==> src/rtl/sr_seq_pkg.sv <==
package sr_seq_pkg;

   typedef enum logic [2:0] {
      ST_IDLE     = 3'd0,
      ST_ENTER    = 3'd1,
      ST_IN_SR    = 3'd2,
      ST_WAIT_CLK = 3'd3,
      ST_EXIT_NOP = 3'd4,
      ST_READY    = 3'd5
   } sr_state_t;

   typedef enum logic [1:0] {
      CMD_DESEL = 2'b00,
      CMD_NOP   = 2'b01,
      CMD_REF   = 2'b10
   } sr_cmd_t;

endpackage

==> src/rtl/sr_seq_timer.sv <==
module sr_seq_timer #(
   parameter int unsigned LOAD_VAL = 10
) (
   input  logic clk,
   input  logic rst_n,
   input  logic load,
   input  logic en,
   output logic done
);
   localparam int unsigned CW = $clog2(LOAD_VAL + 1);

   logic [CW-1:0] count_q;

   always_ff @(posedge clk) begin
      if (!rst_n) begin
         count_q <= '0;
      end else if (load) begin
         count_q <= CW'(LOAD_VAL);
      end else if (en && (count_q != '0)) begin
         count_q <= count_q - 1'b1;
      end
   end

   assign done = (count_q == '0);

   AST_TMR_STEP: assert property (@(posedge clk) disable iff (!rst_n)
      (en && !load && !done) |=> (count_q == $past(count_q) - 1'b1));

   AST_TMR_HOLD_ZERO: assert property (@(posedge clk) disable iff (!rst_n)
      (!load && done) |=> done);

endmodule

==> src/rtl/sr_seq_fsm.sv <==
module sr_seq_fsm
   import sr_seq_pkg::*;
(
   input  logic      clk,
   input  logic      rst_n,
   input  logic      enter_req,
   input  logic      exit_req,
   input  logic      clk_stable,
   input  logic      refresh_busy,
   input  logic      dll_done,
   output sr_state_t state,
   output logic      timers_load
);
   sr_state_t state_q, state_d;

   always_comb begin
      state_d = state_q;
      unique case (state_q)
         ST_IDLE:     if (enter_req && !refresh_busy) state_d = ST_ENTER;
         ST_ENTER:    state_d = ST_IN_SR;
         ST_IN_SR:    if (exit_req) state_d = ST_WAIT_CLK;
         ST_WAIT_CLK: if (clk_stable) state_d = ST_EXIT_NOP;
         ST_EXIT_NOP: if (dll_done) state_d = ST_READY;
         ST_READY:    state_d = ST_IDLE;
         default:     state_d = ST_IDLE;
      endcase
   end

   always_ff @(posedge clk) begin
      if (!rst_n) state_q <= ST_IDLE;
      else        state_q <= state_d;
   end

   assign timers_load = (state_q == ST_WAIT_CLK) && clk_stable;
   assign state       = state_q;

   AST_ENTRY_GUARD: assert property (@(posedge clk) disable iff (!rst_n)
      (state_q == ST_IDLE && refresh_busy) |=> (state_q == ST_IDLE));

   AST_SR_STICKY: assert property (@(posedge clk) disable iff (!rst_n)
      (state_q == ST_IN_SR && !exit_req) |=> (state_q == ST_IN_SR));

   AST_EXIT_IGNORED_IDLE: assert property (@(posedge clk) disable iff (!rst_n)
      (state_q == ST_IDLE && !enter_req) |=> (state_q == ST_IDLE));

endmodule

==> src/rtl/sr_seq_outdec.sv <==
module sr_seq_outdec
   import sr_seq_pkg::*;
#(
   parameter bit CONSERVATIVE = 1'b0
) (
   input  sr_state_t state,
   input  logic      xsnr_done,
   input  logic      dll_done,
   output logic      cke,
   output logic [1:0] cmd,
   output logic      cmd_ready,
   output logic      read_ready
);
   logic any_done;

   generate
      if (CONSERVATIVE) begin : g_cons
         assign any_done = dll_done;
      end else begin : g_fast
         assign any_done = xsnr_done;
      end
   endgenerate

   always_comb begin
      cke        = 1'b1;
      cmd        = CMD_NOP;
      cmd_ready  = 1'b1;
      read_ready = 1'b1;
      unique case (state)
         ST_ENTER: begin
            cke = 1'b0; cmd = CMD_REF; cmd_ready = 1'b0; read_ready = 1'b0;
         end
         ST_IN_SR, ST_WAIT_CLK: begin
            cke = 1'b0; cmd = CMD_DESEL; cmd_ready = 1'b0; read_ready = 1'b0;
         end
         ST_EXIT_NOP: begin
            cmd_ready  = any_done;
            read_ready = dll_done;
         end
         default: ;
      endcase
   end

endmodule

==> src/rtl/sr_seq_top.sv <==
module sr_seq_top
   import sr_seq_pkg::*;
#(
   parameter int unsigned XSNR_CYCLES  = 10,
   parameter int unsigned DLL_CYCLES   = 200,
   parameter bit          CONSERVATIVE = 1'b0
) (
   input  logic       clk,
   input  logic       rst_n,
   input  logic       enter_req,
   input  logic       exit_req,
   input  logic       clk_stable,
   input  logic       refresh_busy,
   output logic       cke,
   output logic [1:0] cmd,
   output logic       cmd_ready,
   output logic       read_ready
);
   generate
      if (XSNR_CYCLES < 1) begin : g_bad_xsnr
         $error("XSNR_CYCLES must be at least 1");
      end
      if (DLL_CYCLES < XSNR_CYCLES) begin : g_bad_dll
         $error("DLL_CYCLES must not be shorter than XSNR_CYCLES");
      end
   endgenerate

   sr_state_t state;
   logic      timers_load;
   logic      xsnr_done, dll_done;
   logic      in_exit;

   assign in_exit = (state == ST_EXIT_NOP);

   sr_seq_fsm u_fsm (
      .clk          (clk),
      .rst_n        (rst_n),
      .enter_req    (enter_req),
      .exit_req     (exit_req),
      .clk_stable   (clk_stable),
      .refresh_busy (refresh_busy),
      .dll_done     (dll_done),
      .state        (state),
      .timers_load  (timers_load)
   );

   sr_seq_timer #(.LOAD_VAL(XSNR_CYCLES)) u_xsnr_tmr (
      .clk   (clk),
      .rst_n (rst_n),
      .load  (timers_load),
      .en    (in_exit),
      .done  (xsnr_done)
   );

   sr_seq_timer #(.LOAD_VAL(DLL_CYCLES)) u_dll_tmr (
      .clk   (clk),
      .rst_n (rst_n),
      .load  (timers_load),
      .en    (in_exit),
      .done  (dll_done)
   );

   sr_seq_outdec #(.CONSERVATIVE(CONSERVATIVE)) u_outdec (
      .state      (state),
      .xsnr_done  (xsnr_done),
      .dll_done   (dll_done),
      .cke        (cke),
      .cmd        (cmd),
      .cmd_ready  (cmd_ready),
      .read_ready (read_ready)
   );

   AST_CKE_NEEDS_CLK: assert property (@(posedge clk) disable iff (!rst_n)
      $rose(cke) |-> $past(clk_stable));

   AST_ENTRY_IS_REF: assert property (@(posedge clk) disable iff (!rst_n)
      $fell(cke) |-> (cmd == CMD_REF));

   AST_LOW_CKE_DESEL: assert property (@(posedge clk) disable iff (!rst_n)
      (!cke && !$fell(cke)) |-> (cmd == CMD_DESEL && !cmd_ready));

   AST_NOP_WINDOW: assert property (@(posedge clk) disable iff (!rst_n)
      (cke && !cmd_ready) |-> (cmd == CMD_NOP));

   AST_READ_AFTER_CMD: assert property (@(posedge clk) disable iff (!rst_n)
      read_ready |-> cmd_ready);

endmodule

==> config.mk <==
export PLATFORM = sky130hd
export DESIGN_NAME = sr_seq_top
export DESIGN_NICKNAME = d
export VERILOG_FILES = /design/src/rtl/sr_seq_pkg.sv /design/src/rtl/sr_seq_timer.sv /design/src/rtl/sr_seq_fsm.sv /design/src/rtl/sr_seq_outdec.sv /design/src/rtl/sr_seq_top.sv
export SDC_FILE = /design/constraint.sdc
export NUM_CORES = 1
export LEC_CHECK = 0
export ABC_AREA = 1
export BUFFER_PORTS_ARGS = -buffer_cell sky130_fd_sc_hd__buf_2
export CAP_MARGIN = 20
export CORE_MARGIN = 5
export CORE_UTILIZATION = 40
export DETAILED_ROUTE_END_ITERATION = 10
export SETUP_SLACK_MARGIN = 0.02
export SLEW_MARGIN = 20
export SYNTH_ARGS = -nofsm -noshare
export SYNTH_HDL_FRONTEND = slang
export SYNTH_SLANG_ARGS = --single-unit
==> constraint.sdc <==
create_clock -name clk -period 1.59 [get_ports clk]
set_input_delay 0.0795 -clock clk [delete_from_list [all_inputs] [get_ports clk]]
set_output_delay 0.0795 -clock clk [all_outputs]
set_load 0.01 [all_outputs]
==> results of run 1 <==
[registers in the layout, indices dropped and copies added (netlist names)]
name                cells
u_xsnr_tmr.count_q      4
u_dll_tmr.count_q       8
u_fsm.state             3
[cell families (layout without fill, tap and decap cells)]
family / count (synthesis) / count (layout) / synth area share
XOR/XNOR: 1 / 1 / 0.00898
flip-flops: 15 / 15 / 0.308
buffers and inverters: 26 / 42 / 0.113
adder cells (fa/ha/maj): 3 / 3 / 0.0385
AND/OR/NAND/NOR: 74 / 74 / 0.390
AO/OA/AOI/OAI: 23 / 23 / 0.142
[cell type report]
type,count,share of cell area
Clock buffer,4,0.0230
Timing Repair Buffer,15,0.0800
Inverter,23,0.0757
Multi-Input combinational cell,101,0.524
Sequential cell,15,0.266
Tap cell,28,0.0307
[stage by stage]
stage	worst slack, ns	cells	utilization	power, mW
after floorplan	0.338	142	-	1.33
after global placement	0.274	179	0.462	1.52
after detailed placement	0.211	179	0.462	1.54
after CTS	0.0238	184	0.478	1.78
after global routing	0.00529	186	0.501	2.03
final	0.0964	186	0.501	1.84
[cell usage after synthesis]
| cell type | count |
|---|---|
| nor2_1 | 16 |
| buf_6 | 1 |
| nor3_1 | 3 |
| a21oi_1 | 7 |
| buf_4 | 1 |
| nand3_1 | 10 |
| inv_1 | 22 |
| o21bai_1 | 1 |
| inv_2 | 1 |
| o21ai_4 | 1 |
| nand2_4 | 2 |
| nand3b_2 | 1 |
| o211ai_1 | 2 |
| nand4_1 | 2 |
| dfxtp_1 | 15 |
| nor2_2 | 3 |
| ha_1 | 3 |
| buf_2 | 1 |
| nand2_1 | 28 |
| a21oi_2 | 1 |
| a31oi_1 | 1 |
| nor2_4 | 3 |
| nand2_2 | 2 |
| nand4_2 | 1 |
| o21ai_0 | 10 |
| nand3_2 | 2 |
| or2_1 | 1 |
| xnor2_1 | 1 |
[worst min-delay path, delay by kind of cell]
| family | cells | cell delay [ns] |
|---|---|---|
| and+or+nand+nor | 1 | 0.04 |
| buffers and inverters | 2 | 0.22 |
[per-layer routing]
metal | vias to the layer above | global-route usage | share of wire
met3 | 2 | 0.0436 | 0.041
met2 | 15 | 0.239 | 0.48
li1 | 488 | - | -
met1 | 419 | 0.161 | 0.47
met5 | - | 0 | 0
met4 | 0 | 0.0194 | 0.0051
[power by group]
part | switching (mW) | internal, mW
logic | 0.633 | 0.403
registers | 0.119 | 0.460
clock network | 0.130 | 0.0974
[timing repair]
item,CTS,global route
buffers inserted,1,2
endpoints found under the setup margin,1,2
pin swaps,2,4
resized for setup,2,13
[path summary, 6_finish.rpt]
kind | from | endpoint | slack, ns | cells after the start
worst max-delay path | u_dll_tmr.count_q[6]$_SDFFE_PN0P_ | read_ready | 0.1 | 7
worst min-delay path | rst_n | u_dll_tmr.count_q[3]$_SDFFE_PN0P_ | 0.08 | 3
worst max register to register | u_dll_tmr.count_q[6]$_SDFFE_PN0P_ | u_dll_tmr.count_q[6]$_SDFFE_PN0P_ | 0.21 | 10
worst min register to register | u_dll_tmr.count_q[0]$_SDFFE_PP0P_ | u_dll_tmr.count_q[0]$_SDFFE_PP0P_ | 0.48 | 2
==> reports/metrics.csv, run 1 <==
stage,metric,value,unit
clock_network,clock_sinks,15,
layout,area_growth,16.9,%
setup_path,cp.buffers_inverters,2,
route,ant_nets,0,
synth,syn_inst,142,
layout,num_antenna_cells,0,
global_route,gr-total-overflow,0,
layout,layout.nets,168,
setup_path,crit_top_cell,nor2_4,
clock_network,numCtsBuffers,3,
route,viasPerCell,4.97,
clock_network,root_buffer,clkbuf_4,
setup_path,start_kind,register,
clock_network,clk_latency,0.29,ns
sta,rsz0062_at_grt,true,
sta,tightest_slew,0.270,ns
route,route.detailed.drc,0,
global_route,grt_first_pass_wirelength,3690,um
setup_path,cp_cell_sequence,"nor2_2, nand2_2, nor2_4, nor2_4, buf_6, nor2_1, buf_2",
setup_path,critPathKind,register to output pin,
sta,hold_viol,0,
synth,synth_top_area_share,0.308,
sta,final.setup_skew,0.0121,ns
sta,relSlewSlack,0.818,
placed_design,port_buffers,10,
setup_path,slowest_delay,0.38,ns
route,drt-total-wl,2170,um
layout,layout_commonest_cell,nand2_1,
synth,netlist_area,976,um2
route,post_drt_wl_per_cell,11.7,um
synth,synth.yosys.warnings,0,
min_path,hold_path_class,input pin to register,
die,fp-row-count,17,
placed_design,place_congestion,0.783,
die,start_util,0.429,
clock_network,cts_tree,yes,
route,drt_iter0_drc,33,
setup_path,cp_slowest_cell,dfxtp_1,
layout,multi_input_area,598,um2
layout,final_cell_mix,"nand2_1, inv_1, nor2_1",
status,outcome,completed,
clock_network,clk_pin_slew,0.10,ns
layout,fillers,240,
die,die_y,59.4,um
placed_design,placed_area,1050,um2
sta,fin_crit_sh,0.939,
sta,min_period,1.49,ns
setup_path,cp_max_fo,5,
placed_design,hpwl,1630,um
synth,ys_ff_latch,15,
run,max_cap_viol_count,0,
die,num_io_pins,11,
sta,holdWs,0.0790,ns
layout,drive_gt1_frac,0.285,
sta,fmax,670,MHz
global_route,globalRouteTotalUtil,0.135,
clock_network,htree_levels,1,
die,fp.coreArea,2280,um2
global_route,grt_pass1_vias,885,
synth,synth_area_leaders,"dfxtp_1, nand2_1, inv_1",
synth,synth_nets,151,
sta,finalSetupViolCount,0,
setup_path,worstPathArrival,1.41,ns
route,first_pass_iters,4,
setup_path,end_kind,output pin,
clock_network,cts_max_path_buffers,2,
global_route,grt_max_degree,10,
power,power_leakage,0.537,nW
setup_path,cp.required,1.51,ns
layout,design_area,1140,um2
setup_path,cp_top_family,simple AND/OR/NAND/NOR gates,
route,vias,924,
synth,synth_top_area_cell,dfxtp_1,
global_route,antenna_found_initial,0,
clock_network,cts_hold_buf,0,
die,die_area,3530,um2
synth,syn_avg_cell_area,6.87,um2
synth,synth.distinct_cells,28,
layout,seqCellArea,304,um2
power,power_density,1610,nW/um2
sta,finalSetupTns,0,ns
sta,slew_viol_final,0,
die,dieWidth,59.4,um
synth,seq_area_frac_synth,0.308,
power,peakVddDrop,0.969,mV
Power figures use the tool's default switching activity.
==> run 2, diff against run 1 <==
==> constraint.sdc (replaced) <==
create_clock -name clk -period 1.59 [get_ports clk]
set_input_delay 0.159 -clock clk [delete_from_list [all_inputs] [get_ports clk]]
set_output_delay 0.159 -clock clk [all_outputs]
set_load 0.01 [all_outputs]
==> run 2 against run 1 <==
Net effect: critical path depth unchanged; routed wire length up 7.6%; clock power down 4%; sequential cell count unchanged; critical endpoint is now cmd_ready; power up 6.9%; first-iteration DRC count unchanged.
==> reports/metrics.csv, run 2 (synthesis results as in run 1) <==
stage,metric,value,unit
layout,stdcell_count,194,
route,viasPerCell,4.86,
clock_network,clock_sinks,15,
power,power_leakage,0.585,nW
power,seq_power_share,0.295,
placed_design,port_buffers,10,
sta,slew_viol_final,0,
placed_design,pre_cts_ws,0.191,ns
clock_network,cts_max_path_buffers,2,
layout,area_growth,27.2,%
layout,drive_gt1_frac,0.355,
placed_design,hpwl,1540,um
min_path,whs_endpoint,u_dll_tmr.count_q[3]$_SDFFE_PN0P_,
setup_path,cp_slowest_cell,dfxtp_2,
setup_path,cp_max_fo,4,
clock_network,clk_latency,0.28,ns
layout,final_util,0.545,
sta,hold_viol,0,
die,die_area,3530,um2
clock_network,numCtsBuffers,3,
clock_network,cts_hold_buf,0,
layout,layout_commonest_cell,nand2_1,
clock_network,htree_levels,1,
power,peakVddDrop,0.966,mV
status,outcome,completed,
layout,largest_register_ffs,8,
sta,finalSetupTns,0,ns
route,ant_nets,0,
sta,min_period,1.51,ns
setup_path,slowest_delay,0.33,ns
setup_path,cp_top_family,simple AND/OR/NAND/NOR gates,
global_route,antenna_found_initial,0,
layout,layout.nets,176,
sta,relSlewSlack,0.781,
global_route,globalRouteTotalUtil,0.137,
setup_path,cp.buffers_inverters,2,
setup_path,critPathKind,register to output pin,
power,p_int,1.04,mW
power,power_density,1590,nW/um2
min_path,hold_path_class,input pin to register,
setup_path,crit_top_cell,nor2_4,
setup_path,worstPathArrival,1.35,ns
power,power.share.clock,0.110,
setup_path,rr_startpoint,u_dll_tmr.count_q[4]$_SDFFE_PP0P_,
clock_network,root_buffer,clkbuf_4,
sta,fmax,663,MHz
layout,fillers,205,
setup_path,reg2reg_to,u_fsm.state[1]$_SDFFE_PN0P_,
power,swShare,0.470,
min_path,min_path_cells,3,
global_route,grt_pass1_vias,810,
setup_path,start_kind,register,
global_route,gr-total-overflow,0,
setup_path,end_kind,output pin,
sta,final.setup_skew,0.00361,ns
power,share_comb_of_total_power,0.595,
route,vias,943,
route,first_pass_iters,4,
setup_path,cp.required,1.43,ns
setup_path,r2r_slack,0.21,ns
global_route,grt_max_degree,10,
route,drt_iter0_drc,33,
route,post_drt_wl_per_cell,12.0,um
route,route.detailed.drc,0,
layout,largest_register,u_dll_tmr.count_q,
clock_network,clk_pin_slew,0.09,ns
sta,worst_slack,0.0820,ns
clock_network,cts_tree,yes,
run,max_cap_viol_count,0,
route,drt-total-wl,2330,um
layout,final_cell_mix,"nand2_1, inv_1, nor2_1",
die,dieWidth,59.4,um
sta,finalSetupViolCount,0,
power,p_total,1.97,mW
min_path,hold_start,rst_n,
power,p_switching,0.926,mW
die,start_util,0.429,
sta,fin_crit_sh,0.948,
die,fp.coreArea,2280,um2
placed_design,place_congestion,0.796,
global_route,grt_first_pass_wirelength,3690,um
layout,num_antenna_cells,0,
setup_path,cp_cell_sequence,"inv_2, ha_4, nand2_2, nor2_4, nor2_4, nor2_1, buf_2",
placed_design,dp.cells,179,
die,fp-row-count,17,
sta,tightest_slew,0.326,ns
die,die_y,59.4,um
setup_path,rr_worst_depth,8,
die,num_io_pins,11,
run 2: worst reg2reg max path: stages (launching register included):
cell	delay, ns
dfxtp_4	0.37
nor2_4	0.14
nand2_4	0.08
nor2_4	0.13
nor2_4	0.05
buf_6	0.11
buf_4	0.15
nor2_1	0.15
a21oi_1	0.08
run 2: per-stage QoR:
stage	hold slack, ns	cell area [um2]
2_1_floorplan	0.435	976
3_3_place_gp	0.454	1050
3_5_place_dp	0.459	1050
4_1_cts	0.189	1130
5_1_grt	0.187	1240
6_report	0.185	1240
run 2: worst max path at each step:
| stage | end | cells after the start | from | slack [ns] |
|---|---|---|---|---|
| floorplan | read_ready | 7 | u_dll_tmr.count_q[0]$_SDFFE_PP0P_ | 0.32 |
| global placement | read_ready | 8 | u_dll_tmr.count_q[0]$_SDFFE_PP0P_ | 0.23 |
| detailed placement | read_ready | 8 | u_dll_tmr.count_q[0]$_SDFFE_PP0P_ | 0.19 |
| CTS | read_ready | 7 | u_dll_tmr.count_q[3]$_SDFFE_PN0P_ | 0.04 |
| global route | cmd_ready | 7 | u_xsnr_tmr.count_q[1]$_SDFFE_PN0P_ | -0.02 |
| finish | cmd_ready | 7 | u_xsnr_tmr.count_q[0]$_SDFFE_PP0P_ | 0.08 |
run 2: power groups by stage:
stage	clock [mW]	combinational, mW	sequential, mW
6_report	0.217	1.17	0.580
5_1_grt	0.247	1.31	0.593
4_1_cts	0.225	1.01	0.564
3_5_place_dp	0	0.961	0.570
3_3_place_gp	0	0.949	0.571
2_1_floorplan	0	0.775	0.552
run 2: timing repair:
item,in CTS,in global routing
resized for setup,8,18
pin swaps,2,7
setup endpoints to repair,2,2
buffers inserted,3,8
run 2: layout make-up:
| cell class | count | area, um2 | share of cell area |
|---|---|---|---|
| Tap cell | 28 | 35.0 | 0.0282 |
| Sequential cell | 15 | 312 | 0.251 |
| Multi-Input combinational cell | 101 | 631 | 0.508 |
| Clock buffer | 4 | 26.3 | 0.0212 |
| Inverter | 23 | 86.3 | 0.0696 |
| Timing Repair Buffer | 23 | 151 | 0.122 |
run 2: per-layer routing:
| metal | track usage | share of wire |
|---|---|---|
| met1 | 0.189 | 0.49 |
| met2 | 0.211 | 0.47 |
| met3 | 0.0261 | 0.031 |
| met4 | 0.0485 | 0.0081 |
| met5 | 0 | 0 |
